`src/rtl/sirq_pkg.sv`:
```
package sirq_pkg;

  localparam int MAX_CORES = 32;

  typedef enum logic [1:0] {
    OP_SET_DEST = 2'd0,
    OP_SET_MODE = 2'd1,
    OP_SET_MASK = 2'd2,
    OP_ENABLE   = 2'd3
  } sirq_op_e;

  // policy field value that selects round-robin
  localparam logic [1:0] POLICY_RR = 2'b01;

  // lowest set bit among the first n bits of m, 0 when none
  function automatic int lowest_set(input logic [MAX_CORES-1:0] m, input int n);
    int pick;
    pick = 0;
    for (int k = MAX_CORES - 1; k >= 0; k--) begin
      if (k < n && m[k]) pick = k;
    end
    return pick;
  endfunction

  // first set bit at or above start, wrapping at n
  function automatic int rr_pick(input logic [MAX_CORES-1:0] m, input int start, input int n);
    int   pick;
    logic found;
    pick  = 0;
    found = 1'b0;
    for (int k = 0; k < MAX_CORES; k++) begin
      int j;
      j = start + k;
      if (j >= n) j = j - n;
      if (k < n && !found && j >= 0 && j < MAX_CORES) begin
        if (m[j]) begin
          pick  = j;
          found = 1'b1;
        end
      end
    end
    return pick;
  endfunction

  // core after c, wrapping at n
  function automatic int wrap_next(input int c, input int n);
    return (c + 1 >= n) ? 0 : c + 1;
  endfunction

endpackage

```
`src/rtl/sirq_cfg_regs.sv`:
```
module sirq_cfg_regs
  import sirq_pkg::*;
#(
  parameter int NUM_IRQ  = 4,
  parameter int NUM_CORE = 4,
  parameter int DATA_W   = 32,
  parameter int IDX_W    = 2
) (
  input  logic                               clk,
  input  logic                               rst_n,
  input  logic                               cmd_valid,
  input  logic [1:0]                         cmd_op,
  input  logic [IDX_W-1:0]                   cmd_idx,
  input  logic [DATA_W-1:0]                  cmd_data,
  output logic [NUM_IRQ-1:0][NUM_CORE-1:0]   dest_q,
  output logic [NUM_IRQ-1:0]                 rr_q,
  output logic [NUM_IRQ-1:0]                 mask_q,
  output logic                               en_q
);

  sirq_op_e op;
  logic     unused_data;

  assign op          = sirq_op_e'(cmd_op);
  assign unused_data = ^cmd_data;

  // global enable: set once, held until reset
  always_ff @(posedge clk) begin
    if (!rst_n) begin
      en_q <= 1'b0;
    end else if (cmd_valid && op == OP_ENABLE) begin
      en_q <= 1'b1;
    end
  end

  for (genvar i = 0; i < NUM_IRQ; i++) begin : g_irq
    logic                hit;
    logic [NUM_CORE-1:0] dest_r;
    logic                rr_r;
    logic                mask_r;

    assign hit = cmd_valid && (cmd_idx == IDX_W'(i));

    always_ff @(posedge clk) begin
      if (!rst_n) begin
        dest_r <= '0;
        rr_r   <= 1'b0;
        mask_r <= 1'b1;
      end else if (hit) begin
        case (op)
          OP_SET_DEST: dest_r <= cmd_data[NUM_CORE-1:0];
          OP_SET_MODE: rr_r   <= (cmd_data[1:0] == POLICY_RR);
          OP_SET_MASK: mask_r <= cmd_data[0];
          default: ;
        endcase
      end
    end

    assign dest_q[i] = dest_r;
    assign rr_q[i]   = rr_r;
    assign mask_q[i] = mask_r;
  end

endmodule

```
`src/rtl/sirq_channel.sv`:
```
module sirq_channel
  import sirq_pkg::*;
#(
  parameter int NUM_CORE = 4,
  parameter int CORE_W   = 2
) (
  input  logic                clk,
  input  logic                rst_n,
  input  logic                irq_level,
  input  logic [NUM_CORE-1:0] dest,
  input  logic                rr_mode,
  input  logic                masked,
  input  logic                enabled,
  output logic                active,
  output logic [CORE_W-1:0]   target,
  output logic                grant_evt,
  output logic                release_evt,
  output logic [NUM_CORE-1:0] lines
);

  logic              act_q;
  logic [CORE_W-1:0] tgt_q;
  logic [CORE_W-1:0] ptr_q;
  logic              deliverable;
  int                pick;

  assign deliverable = irq_level && enabled && !masked && (dest != '0);
  assign grant_evt   = !act_q && deliverable;
  assign release_evt = act_q && !irq_level;

  always_comb begin
    if (rr_mode) pick = rr_pick(MAX_CORES'(dest), int'(ptr_q), NUM_CORE);
    else         pick = lowest_set(MAX_CORES'(dest), NUM_CORE);
  end

  always_ff @(posedge clk) begin
    if (!rst_n) begin
      act_q <= 1'b0;
      tgt_q <= '0;
      ptr_q <= '0;
    end else if (grant_evt) begin
      act_q <= 1'b1;
      tgt_q <= CORE_W'(pick);
    end else if (release_evt) begin
      act_q <= 1'b0;
      if (rr_mode) ptr_q <= CORE_W'(wrap_next(int'(tgt_q), NUM_CORE));
    end
  end

  for (genvar c = 0; c < NUM_CORE; c++) begin : g_line
    assign lines[c] = act_q && (tgt_q == CORE_W'(c)) && !masked && enabled;
  end

  assign active = act_q;
  assign target = tgt_q;

endmodule

```
`src/rtl/sirq_fanout.sv`:
```
module sirq_fanout #(
  parameter int NUM_IRQ  = 4,
  parameter int NUM_CORE = 4
) (
  input  logic [NUM_IRQ-1:0][NUM_CORE-1:0] lines,
  output logic [NUM_CORE*NUM_IRQ-1:0]      core_irq
);

  for (genvar c = 0; c < NUM_CORE; c++) begin : g_core
    for (genvar i = 0; i < NUM_IRQ; i++) begin : g_irq
      assign core_irq[c*NUM_IRQ + i] = lines[i][c];
    end
  end

endmodule

```
`src/rtl/shared_irq_router.sv`:
```
module shared_irq_router
  import sirq_pkg::*;
#(
  parameter int  NUM_IRQ  = 4,
  parameter int  NUM_CORE = 4,
  parameter int  DATA_W   = 32,
  localparam int IDX_W    = (NUM_IRQ > 1) ? $clog2(NUM_IRQ) : 1,
  localparam int CORE_W   = (NUM_CORE > 1) ? $clog2(NUM_CORE) : 1
) (
  input  logic                         clk,
  input  logic                         rst_n,
  input  logic                         cmd_valid,
  input  logic [1:0]                   cmd_op,
  input  logic [IDX_W-1:0]             cmd_idx,
  input  logic [DATA_W-1:0]            cmd_data,
  input  logic [NUM_IRQ-1:0]           irq_in,
  output logic [NUM_CORE*NUM_IRQ-1:0]  core_irq
);

  logic [NUM_IRQ-1:0][NUM_CORE-1:0] dest_q;
  logic [NUM_IRQ-1:0]               rr_q;
  logic [NUM_IRQ-1:0]               mask_q;
  logic                             en_q;

  logic [NUM_IRQ-1:0]               act_w;
  logic [NUM_IRQ-1:0][CORE_W-1:0]   tgt_w;
  logic [NUM_IRQ-1:0]               grant_evt;
  logic [NUM_IRQ-1:0]               release_evt;
  logic [NUM_IRQ-1:0][NUM_CORE-1:0] lines_w;

  sirq_cfg_regs #(
    .NUM_IRQ  (NUM_IRQ),
    .NUM_CORE (NUM_CORE),
    .DATA_W   (DATA_W),
    .IDX_W    (IDX_W)
  ) u_cfg (
    .clk       (clk),
    .rst_n     (rst_n),
    .cmd_valid (cmd_valid),
    .cmd_op    (cmd_op),
    .cmd_idx   (cmd_idx),
    .cmd_data  (cmd_data),
    .dest_q    (dest_q),
    .rr_q      (rr_q),
    .mask_q    (mask_q),
    .en_q      (en_q)
  );

  for (genvar i = 0; i < NUM_IRQ; i++) begin : g_chan
    sirq_channel #(
      .NUM_CORE (NUM_CORE),
      .CORE_W   (CORE_W)
    ) u_chan (
      .clk         (clk),
      .rst_n       (rst_n),
      .irq_level   (irq_in[i]),
      .dest        (dest_q[i]),
      .rr_mode     (rr_q[i]),
      .masked      (mask_q[i]),
      .enabled     (en_q),
      .active      (act_w[i]),
      .target      (tgt_w[i]),
      .grant_evt   (grant_evt[i]),
      .release_evt (release_evt[i]),
      .lines       (lines_w[i])
    );
  end

  sirq_fanout #(
    .NUM_IRQ  (NUM_IRQ),
    .NUM_CORE (NUM_CORE)
  ) u_fanout (
    .lines    (lines_w),
    .core_irq (core_irq)
  );

endmodule

```
`config.mk`:
```
export PLATFORM = sky130hd
export DESIGN_NAME = shared_irq_router
export DESIGN_NICKNAME = d
export VERILOG_FILES = /design/src/rtl/sirq_pkg.sv /design/src/rtl/sirq_cfg_regs.sv /design/src/rtl/sirq_channel.sv /design/src/rtl/sirq_fanout.sv /design/src/rtl/shared_irq_router.sv
export SDC_FILE = /design/constraint.sdc
export NUM_CORES = 1
export LEC_CHECK = 0
export BUFFER_PORTS_ARGS = -buffer_cell sky130_fd_sc_hd__buf_2
export CAP_MARGIN = 5
export CORE_ASPECT_RATIO = 0.9
export CORE_UTILIZATION = 50
export DETAILED_ROUTE_END_ITERATION = 12
export PLACE_DENSITY = 0.69
export SYNTH_ARGS = -nofsm -noshare
export SYNTH_HDL_FRONTEND = slang
export SYNTH_SLANG_ARGS = --single-unit
```
`constraint.sdc`:
```
create_clock -name clk -period 2.7 [get_ports clk]
set_input_delay 0.135 -clock clk [delete_from_list [all_inputs] [get_ports clk]]
set_output_delay 0.135 -clock clk [all_outputs]
set_load 0.03 [all_outputs]
```
==> metrics.md, run 1 <==
| Metric | Value |
|---|---|
| Mapped Avg Cell Area | 8.52 um^2 |
| Layout cells sized above 1 | 0.131 |
| Post-DP HPWL | 5.44 mm |
| Fraction of registers with async set/reset | 0 |
| Hold buffer count at CTS | 0 |
| Nets | 512 |
| Layout fillers | 614 |
| Maxcap violations | 0 |
| Vias | 2969 |
| Clock root cell | clkbuf_8 |
| Vias in the first global route | 2717 |
| Run status | finished clean |
| CTS Buf Count | 5 |
| CTS clk-pin slew, worst paths | roughly 0.080 ns |
| Slew headroom | 0.489 |
| Setup Skew | around 0.01 ns |
| Compound-cell area share of the yosys netlist | 0.168 |
| Post-CTS Setup Inserts | 0 |
| Largest net degree at the start of global routing | 46 |
| Worst Min Path Start | cmd_data[0] |
| Power consumption | 1.28 mW |
| Crit end category | flop |
| PortBufs | 30 |
| # diodes | 0 |
| Initial antenna violation count | 0 |
| Die area | about 7400 um^2 |
| Fin. Hold Viols | 0 |
| Hold Path End | u_cfg.g_irq[0].mask_r |
| Crit Path Class | flop to flop |
| DRT antenna net count | 0 |
| Final Critical Period | between 2 and 2.5 ns |
| Final Cycle Share | 0.817 |
| R2r worst-path depth | 7 |
| Post-Synthesis Cells | 415 |
| Startpoint types | flop |
| Mux contribution to synthesized area | 0.151 |
| Final Max Tran Viols | 0 |
| Synth Flop Type | dfxtp_1 |
| Peak VDD IR | 0.000188 V |
| CTS max path bufs | 2 |
| Core area | 6690 um^2 |
| R2r endpoint | g_chan[2].u_chan.target[1] |
| Area grow syn2layout | 8.53% |
| Final setup TNS | 0 ns |
| YS warnings | 0 |
| Leading area contributor after synthesis | dfxtp_1 |
| DR iter-0 viols | 88 |
| Clock Latency Late Sink | 0.29 ns |
| RSZ-0062 raised after global routing | false |
| CP Max Fanout | 5 |
| Top Ports | 59 |
| Min-delay worst type | primary input to flop |
| Top post-synthesis cells by area | dfxtp_1 (25%), ha_1 (13%), mux2i_1 (9.3%) |
| Sink Count | between 40 and 50 |
| CTS tree | done |
| Rows | 28 |
| Post-Synth XOR/XNOR Area | 0 |
| First-pass GRT wire length | 12.7 mm |
| Total Routing Usage GR | 0.208 |
| Clk pwr share | 0.411 |
| Sequential fraction of the synthesis area | 0.255 |
| Post-Synth Adder-Cell Area | 0.127 |
| Switch share | 0.218 |
| Int Power | 1.00 mW |
| Synth unique cells | between 40 and 50 |
| GRT busiest layer | met2 |
| Post-synth EDFFs | 0 |
| Highest Clock Rate | 453 MHz |
| Yosys reg bits | 45 |
| Via density per instance | 5.67 |
| Post-synth top area share | 0.255 |
| Worst Path Required | ~2.9 ns |
| Measured slew at the worst slew-check pin | 0.764 ns |
| GP Congestion | 0.831 |
| Final wirelength | ~7.3 mm |
| PD cells | approximately 330 nW/um^2 |
| Largest family of logic cells by synthesized area | simple AND/OR/NAND/NOR gates |
| Met2 Usage GRT | 0.375 |
| Most common cell after layout, fill and taps aside | dfxtp_1 |
| Post-route setup slack | 0.494 ns |
| Die height | 81.8 um |
| Sequential Power Share | 0.529 |
| Combinational share of power | 0.059 |
| R2R Path Start | g_chan[2].u_chan.ptr_q[1] |
| Hold path depth | 3 |
| Initial core utilization | 0.528 |
| Final setup fails | 0 |
| DR WL/cell | 13.9 um |
| Pre-CTS setup slack | approximately 0.54 ns |
| Die W | 90.6 um |
| PostCTS Resize Cnt | 0 |
| H-tree depth | 2 |
| Pleak | about 1.5 nW |
| Synthesized area | between 3000 and 4000 um^2 |
| Met3 GRT Util | 0.0287 |
| DRC viols | 0 |
| Leading cell types in the layout, fill and taps excluded | dfxtp_1 (45), ha_1 (36), mux2i_1 (33) |
| Grt total ovfl | 0 |
| Syn Nets | 494 |
| Inst Count DP | 516 |
| Hold Slack | 0.0937 ns |
| Layout Cells excl Fill | 524 |
| Worst EP arrival | 2.42 ns |
| Flop2flop setup slack | 0.49 ns |
| Drt pass-1 iters | 4 |
| Synth Area in Simple Gates | 0.243 |
| Switch Pwr | 279 uW |
| Met1 usage | 0.266 |
[routing by layer]
metal,share of wire,up-vias
met5,0,-
li1,-,1519
met3,0.030,6
met4,0.0066,0
met1,0.47,1395
met2,0.50,49
[worst max-delay path by stage]
| stage | from | to | slack [ns] |
|---|---|---|---|
| final | g_chan[2].u_chan.ptr_q[1] | g_chan[2].u_chan.target[1] | 0.49 |
| after floorplan | g_chan[2].u_chan.ptr_q[1] | g_chan[2].u_chan.target[1] | 0.33 |
| after global routing | g_chan[3].u_chan.ptr_q[1] | g_chan[3].u_chan.target[1] | 0.36 |
| after CTS | g_chan[2].u_chan.ptr_q[1] | g_chan[2].u_chan.target[1] | 0.51 |
| after detailed placement | g_chan[2].u_chan.ptr_q[0] | g_chan[2].u_chan.target[1] | 0.54 |
| after global placement | g_chan[2].u_chan.ptr_q[1] | g_chan[2].u_chan.target[1] | 0.55 |
[cells in the mapped netlist (2+ instances only)]
library cell and n:
dfxtp_1 45, ha_1 36, mux2i_1 33, a21oi_1 30, nor2b_1 29, nor2_1 26
inv_1 22, nand2_1 22, and2_1 18, clkbuf_1 18, o21ai_0 16, nor3_1 13
nand2b_1 9, nand3_1 9, nand3b_1 9, a21boi_0 7, mux4_2 6, nor3b_1 6
o211ai_1 6, mux2_2 5, o221ai_1 5, a311oi_1 3, o311a_1 3, o311ai_0 3
o31ai_1 3, or3_1 3, a211oi_1 2, a31oi_1 2, and4bb_2 2, buf_2 2
buf_4 2, buf_6 2, nand4bb_1 2, nor4_1 2, o21a_1 2, o41a_1 2
[per-stage QoR]
stage | instance area (um^2) | utilization
final | 3840 | 0.573
after global routing | 3840 | 0.573
after CTS | 3840 | 0.573
after detailed placement | 3720 | 0.556
after global placement | 3720 | 0.556
after floorplan | 3540 | -
[state kept, by name, indices dropped and copies added, names as in the netlist]
name,cells
u_cfg.g_irq.dest_r,16
g_chan.u_chan.ptr_q,8
g_chan.u_chan.target,8
g_chan.u_chan.active,4
u_cfg.g_irq.mask_r,4
u_cfg.g_irq.rr_r,4
u_cfg.en_q,1
[critical path, cell delays in order (launching register included)]
cell	delay, ns
dfxtp_1	0.34
inv_1	0.09
ha_1	0.39
mux2_2	0.36
and3_4	0.17
a31o_1	0.22
a221o_1	0.32
a311oi_1	0.23
[area by class of cell]
cell class,count,area (um^2),area share
well taps,90,113,0.0293
multi-input cells,324,2440,0.635
inverters,22,82.6,0.0215
clock buffers,7,86.3,0.0225
flip-flops and latches,45,901,0.235
clock inverters,1,30.0,0.00783
repair buffers,35,188,0.0489
[cells by family (layout without fill, tap and decap cells)]
group                      count (synthesis)  after routing
and+or+nand+nor                          153            153
DFF                                       45             45
adders and majority gates                 36             36
muxes                                     45             45
AOI/OAI and AO/OA                         90             90
buffers and inverters                     46             65
[power groups by stage]
| stage | Clock [mW] | Sequential, mW | Combinational, mW |
|---|---|---|---|
| 5_1_grt | 0.565 | 0.680 | 0.0860 |
| 3_5_place_dp | 0 | 0.695 | 0.0763 |
| 2_1_floorplan | 0 | 0.688 | 0.0523 |
| 6_report | 0.528 | 0.679 | 0.0762 |
| 4_1_cts | 0.539 | 0.679 | 0.0767 |
| 3_3_place_gp | 0 | 0.694 | 0.0751 |
(Power assumes the default switching activity.)
==> run 2: changes to the inputs <==
==> constraint.sdc (replaced) <==
create_clock -name clk -period 2.3 [get_ports clk]
set_input_delay 0.115 -clock clk [delete_from_list [all_inputs] [get_ports clk]]
set_output_delay 0.115 -clock clk [all_outputs]
set_load 0.03 [all_outputs]
==> run 2 against run 1 <==
  * Critical path depth is the same
  * Clock power grew 38%
  * Worst hold slack lost 0.026 ns
  * Sequential power grew 17%
  * Critical endpoint unchanged
  * Clock-buffer cell count shrank 2
  * Sequential cell count is the same
  * Wire length grew 0.58%
  * Largest power group unchanged
  * Final area grew 1.0%
  * Worst setup slack lost 0.36 ns
  * Combinational power grew 20%
  * Largest cell class unchanged
  * Fmax grew 1.6%
  * Clock skew shrank 0.0010 ns
==> metrics.md, run 2 (synthesis gave the netlist of run 1 again) <==
| Metric | Value |
|---|---|
| Vias in the first global route | 2807 (+3.3%) |
| Fin. Hold Viols | 0 (unchanged) |
| Clock root cell | clkbuf_8 |
| RSZ-0062 raised after global routing | false |
| Grt total ovfl | 0 (unchanged) |
| PostCTS Resize Cnt | 0 (unchanged) |
| Final Cycle Share | 0.944 (+0.127) |
| Drt pass-1 iters | 4 (unchanged) |
| Leading cell types in the layout, fill and taps excluded | dfxtp_1 (45), ha_1 (36), mux2i_1 (33) |
| First-pass GRT wire length | 12.5 mm (-1.7%) |
| Crit Path Class | flop to flop |
| CP max-delay cell | ha_1 |
| DRC viols | 0 (unchanged) |
| Nets | 515 (+0.59%) |
| Maxcap violations | 0 (unchanged) |
| Clk pwr share | 0.450 (+0.039) |
| Clock Latency Late Sink | 0.31 ns (+0.02 ns) |
| Switch share | 0.222 (+0.00492) |
| Die W | 90.6 um (unchanged) |
| DRT antenna net count | 0 (unchanged) |
| Biggest register | u_cfg.g_irq.dest_r |
| Most common cell after layout, fill and taps aside | dfxtp_1 |
| Rows | 28 (unchanged) |
| PD cells | 417 nW/um^2 (+25%) |
| Layout cells sized above 1 | 0.140 (+0.00825) |
| Area grow syn2layout | 9.66% |
| DR iter-0 viols | 121 (+38%) |
| Run status | finished clean |
| Crit end category | flop |
| # diodes | 0 (unchanged) |
| Die area | 7410 um^2 (unchanged) |
| Final Max Tran Viols | 0 (unchanged) |
| Worst EP arrival | 2.39 ns (-0.03 ns) |
| Max FFs per register | 16 (unchanged) |
| Hold buffer count at CTS | 0 (unchanged) |
| Pleak | 1.52 nW (+1.7%) |
| GP Congestion | 0.839 (+1.0%) |
| Startpoint types | flop |
| Power consumption | 1.62 mW (+26%) |
| Vias | 3003 (+1.1%) |
| Highest Clock Rate | 461 MHz (+1.6%) |
| CP max stage delay | 0.39 ns (about the same) |
| Die height | 81.8 um (unchanged) |
| Largest net degree at the start of global routing | 46 (unchanged) |
| Initial antenna violation count | 0 (unchanged) |
| Post-DP HPWL | 5.38 mm (-1.2%) |
| Setup Skew | 0.00869 ns (-0.00105 ns) |
| CP Max Fanout | 5 (unchanged) |
| Sink Count | 45 (unchanged) |
| Core area | 6690 um^2 (unchanged) |
| PortBufs | 30 (unchanged) |
| Final setup fails | 0 (unchanged) |
| Measured slew at the worst slew-check pin | 0.657 ns (-0.107 ns) |
| CTS clk-pin slew, worst paths | 0.09 ns (about the same) |
| Slew headroom | 0.562 (+0.0727) |
| Post-CTS Setup Inserts | 0 (unchanged) |
| Final wirelength | 7.33 mm (+0.58%) |
| Int Power | 1.26 mW (+25%) |
| Total Routing Usage GR | 0.204 (-0.00442) |
| CTS Buf Count | 5 (unchanged) |
| Worst Min Path Start | cmd_data[0] |
| Critical-path cell list | inv_1 -> ha_1 -> mux2_2 -> and3_4 -> a31o_1 -> a221o_1 -> a311oi_1 |
| CTS tree | done |
| CTS max path bufs | 2 (unchanged) |
| Final setup TNS | 0 ns (unchanged) |
| Worst Path Required | 2.52 ns (-0.39 ns) |
| Via density per instance | 5.70 (+0.57%) |
| R2R Path Start | g_chan[2].u_chan.ptr_q[1] |
| Final Critical Period | 2.17 ns (-0.0352 ns) |
| Top Ports | 59 (unchanged) |
| Fin util | 0.579 (+0.00598) |
| Combinational share of power | 0.056 (-0.003) |
| Switch Pwr | 360 uW (+29%) |
| DR WL/cell | 13.9 um (about the same) |
| Sequential Power Share | 0.493 (-0.036) |
| Initial core utilization | 0.528 (unchanged) |
| CP Launch Point | g_chan[2].u_chan.ptr_q[1] |
| Peak VDD IR | 0.000271 V (+44%) |
| Layout fillers | 594 (-3.3%) |
| H-tree depth | 2 (unchanged) |
| Min-delay worst type | primary input to flop |
==> run 2: through the flow <==
stage          instance area, um^2  hold slack (ns)  std cells  setup WS, ns
2_1_floorplan                 3540            0.240        415        0.0255
3_3_place_gp                  3740            0.380        519         0.186
3_5_place_dp                  3740            0.384        519         0.149
4_1_cts                       3880           0.0662        527         0.125
5_1_grt                       3880           0.0925        527        0.0178
6_report                      3880           0.0682        527         0.130
==> run 2: cell type report <==
cell class                 count  area (um^2)  share of cell area
sequential                    45          901               0.232
inverter                      22         82.6              0.0213
multi-input combinational    324         2440               0.629
clock buffer                   5         68.8              0.0177
timing repair buffer          38          210              0.0542
tap                           90          113              0.0290
clock inverter                 3         65.1              0.0168
==> run 2: critical path, delay by kind of cell, from the launching register on <==
family,cells,cell delay [ns]
AOI/OAI and AO/OA,3,0.76
adders and majority gates,1,0.39
muxes,1,0.36
DFF,1,0.34
and+or+nand+nor,1,0.17
buffers and inverters,1,0.09
==> run 2: power by group through the flow <==
stage                     Combinational, mW  Clock, mW  Sequential [mW]
after floorplan                      0.0614          0            0.808
after global placement               0.0888          0            0.815
after detailed placement             0.0901          0            0.816
after CTS                            0.0905      0.729            0.797
after global routing                 0.0991      0.764            0.799
final                                0.0912      0.728            0.797
==> run 2: worst paths after layout <==
path                           endpoint  cells after the start  slack (ns)
max          g_chan[2].u_chan.target[1]                      7        0.13
min               u_cfg.g_irq[0].mask_r                      3        0.07
max reg2reg  g_chan[2].u_chan.target[1]                      7        0.13
min reg2reg       u_cfg.g_irq[0].mask_r                      2        0.55
==> run 2: routing by layer <==
layer  track usage  up-vias  share of wire
met1         0.254     1421           0.49
met3        0.0333       11          0.032
met2         0.357       59           0.47
met5             0        -              0
met4        0.0790        0          0.016
li1              -     1512              -
==> run 3: changes to the inputs <==
--- a/config.mk
+++ b/config.mk
@@ -9,6 +9,7 @@
 export CAP_MARGIN = 5
 export CORE_ASPECT_RATIO = 0.9
 export CORE_UTILIZATION = 50
+export CTS_BUF_LIST = sky130_fd_sc_hd__clkbuf_16
 export DETAILED_ROUTE_END_ITERATION = 12
 export PLACE_DENSITY = 0.69
 export SYNTH_ARGS = -nofsm -noshare
==> run 3 against run 2 <==
  * First-iteration DRC count shrank 16%
  * Critical path depth is the same
  * Sequential cell count is the same
  * Clock power grew 27%
  * Worst hold slack gained 0.026 ns
  * Sequential power is essentially flat
  * Register-to-register slack is essentially flat
  * Via count shrank 0.17%
  * Critical path type unchanged
  * Largest cell class unchanged
  * Largest power group is now clock
  * Highest routed layer unchanged
==> metrics.md, run 3 (synthesis gave the netlist of run 1 again) <==
| Metric | Value |
|---|---|
| Measured slew at the worst slew-check pin | 0.652 ns (-0.00470 ns) |
| Run status | finished clean |
| Slew headroom | 0.565 (+0.00314) |
| Fin. Hold Viols | 0 (unchanged) |
| CTS Buf Count | 5 (unchanged) |
| CP Launch Point | g_chan[2].u_chan.ptr_q[1] |
| Crit Path Class | flop to flop |
| Hold Slack | 0.0946 ns (+0.0265 ns) |
| First-pass GRT wire length | 12.6 mm (+1.1%) |
| Placed cell areas | 3740 um^2 (unchanged) |
| Final setup fails | 0 (unchanged) |
| CP Max Fanout | 5 (unchanged) |
| Via density per instance | 5.69 (-0.17%) |
| Setup Skew | 0.00307 ns (-0.00562 ns) |
| Layout cells sized above 1 | 0.140 (unchanged) |
| Drt pass-1 iters | 4 (unchanged) |
| Post-DP HPWL | 5.38 mm (unchanged) |
| Vias in the first global route | 2806 (-0.036%) |
| Sink Count | 45 (unchanged) |
| Worst EP arrival | 2.37 ns (-0.02 ns) |
| Rows | 28 (unchanged) |
| Vias | 2998 (-0.17%) |
| Int Power | 1.45 mW (+15%) |
| PD cells | 461 nW/um^2 (+11%) |
| Combinational share of power | 0.050 (-0.006) |
| CTS tree | done |
| CTS max path bufs | 2 (unchanged) |
| CTS clk-pin slew, worst paths | 0.06 ns (-0.03 ns) |
| Top Ports | 59 (unchanged) |
| Nets | 515 (unchanged) |
| Die W | 90.6 um (unchanged) |
| Largest net degree at the start of global routing | 46 (unchanged) |
| Pre-CTS setup slack | 0.149 ns (unchanged) |
| PortBufs | 30 (unchanged) |
| CP max-delay cell | ha_1 |
| Area grow syn2layout | 11.3% |
| Startpoint types | flop |
| Final wirelength | 7.35 mm (+0.37%) |
| Clk pwr share | 0.510 (+0.060) |
| Worst Path Required | 2.50 ns (-0.02 ns) |
| Final Cycle Share | 0.942 (-0.00160) |
| Maxcap violations | 0 (unchanged) |
| Flop2flop setup slack | 0.13 ns (about the same) |
| DRC viols | 0 (unchanged) |
| Switch Pwr | 368 uW (+2.2%) |
| Die area | 7410 um^2 (unchanged) |
| Final setup TNS | 0 ns (unchanged) |
| Post-route setup slack | 0.133 ns (+0.00368 ns) |
| H-tree depth | 2 (unchanged) |
| Initial core utilization | 0.528 (unchanged) |
| Most common cell after layout, fill and taps aside | dfxtp_1 |
| Max FFs per register | 16 (unchanged) |
| R2R Path Start | g_chan[2].u_chan.ptr_q[1] |
| Grt total ovfl | 0 (unchanged) |
| Hold buffer count at CTS | 0 (unchanged) |
| Stages on worst setup path | 7 (unchanged) |
| Peak VDD IR | 0.000342 V (+26%) |
| Layout fillers | 585 (-1.5%) |
| CP max stage delay | 0.39 ns (about the same) |
| Hold path depth | 3 (unchanged) |
| R2r endpoint | g_chan[2].u_chan.target[1] |
| Critical-path cell list | inv_1 -> ha_1 -> mux2_2 -> and3_4 -> a31o_1 -> a221o_1 -> a311oi_1 |
| Biggest register | u_cfg.g_irq.dest_r |
| Final Max Tran Viols | 0 (unchanged) |
| Pleak | 1.54 nW (+1.7%) |
| Family with the most delay on the worst path | compound AO/OA/AOI/OAI gates |
| R2r worst-path depth | 7 (unchanged) |
| Bufs and invs on worst path | 1 (unchanged) |
| Crit end category | flop |
| DR iter-0 viols | 102 (-16%) |
| # diodes | 0 (unchanged) |
| Min-delay worst type | primary input to flop |
| Final Critical Period | 2.17 ns (-0.00367 ns) |
| Clock root cell | clkbuf_16 |
| Core area | 6690 um^2 (unchanged) |
| Total Routing Usage GR | 0.206 (+0.00223) |
| PostCTS Resize Cnt | 0 (unchanged) |
| Worst Min Path Start | cmd_data[0] |
| GP Congestion | 0.839 (unchanged) |
| RSZ-0062 raised after global routing | false |
| Clock Latency Late Sink | 0.29 ns (-0.02 ns) |
| Initial antenna violation count | 0 (unchanged) |
| Highest Clock Rate | 462 MHz (+0.17%) |
| Switch share | 0.203 (-0.0198) |
| Design area | 3930 um^2 (+1.5%) |
| Leading cell types in the layout, fill and taps excluded | dfxtp_1 (45), ha_1 (36), mux2i_1 (33) |
| Post-CTS Setup Inserts | 0 (unchanged) |
| Die height | 81.8 um (unchanged) |
| DR WL/cell | 14.0 um (+0.37%) |
| Power consumption | 1.81 mW (+12%) |
| Crit path to | g_chan[2].u_chan.target[1] |
| DRT antenna net count | 0 (unchanged) |
| Sequential Power Share | 0.440 (-0.053) |
[run 3: cell counts in the layout (fill, tap and decap cells not counted)]
Identical to the previous run, type by type.
[run 3: cell type report]
cell class,count,area [um^2],area share
Inverter,22,82.6,0.0210
Clock buffer,5,125,0.0318
Clock inverter,3,65.1,0.0165
Sequential cell,45,901,0.229
Tap cell,90,113,0.0286
Timing Repair Buffer,38,210,0.0534
Multi-Input combinational cell,324,2440,0.620
[run 3: layer usage]
layer	global-route usage	share of wire
met1	0.256	0.48
met2	0.358	0.47
met3	0.0343	0.025
met4	0.0887	0.019
met5	0	0
[run 3: worst min-delay path by stage]
stage,end
final,u_cfg.g_irq[0].mask_r
after floorplan,u_cfg.g_irq[0].mask_r
after global placement,u_cfg.g_irq[0].mask_r
after global routing,u_cfg.g_irq[0].mask_r
after detailed placement,u_cfg.g_irq[0].mask_r
after CTS,u_cfg.g_irq[0].mask_r
[run 3: through the flow]
| step | util | std cells |
|---|---|---|
| global route | 0.588 | 527 |
| detailed placement | 0.559 | 519 |
| global placement | 0.559 | 519 |
| finish | 0.588 | 527 |
| floorplan | - | 415 |
| CTS | 0.588 | 527 |
[run 3: power by group through the flow]
stage	logic [mW]	clock network [mW]	registers, mW
floorplan	0.0614	0	0.808
global placement	0.0888	0	0.815
detailed placement	0.0901	0	0.816
CTS	0.0904	0.932	0.798
global route	0.0991	0.973	0.799
finish	0.0911	0.924	0.798
[run 3: worst min-delay path, cell delays in order]
cell and delay, ns:
buf_2 0.11, mux2i_1 0.06, nand2_1 0.06
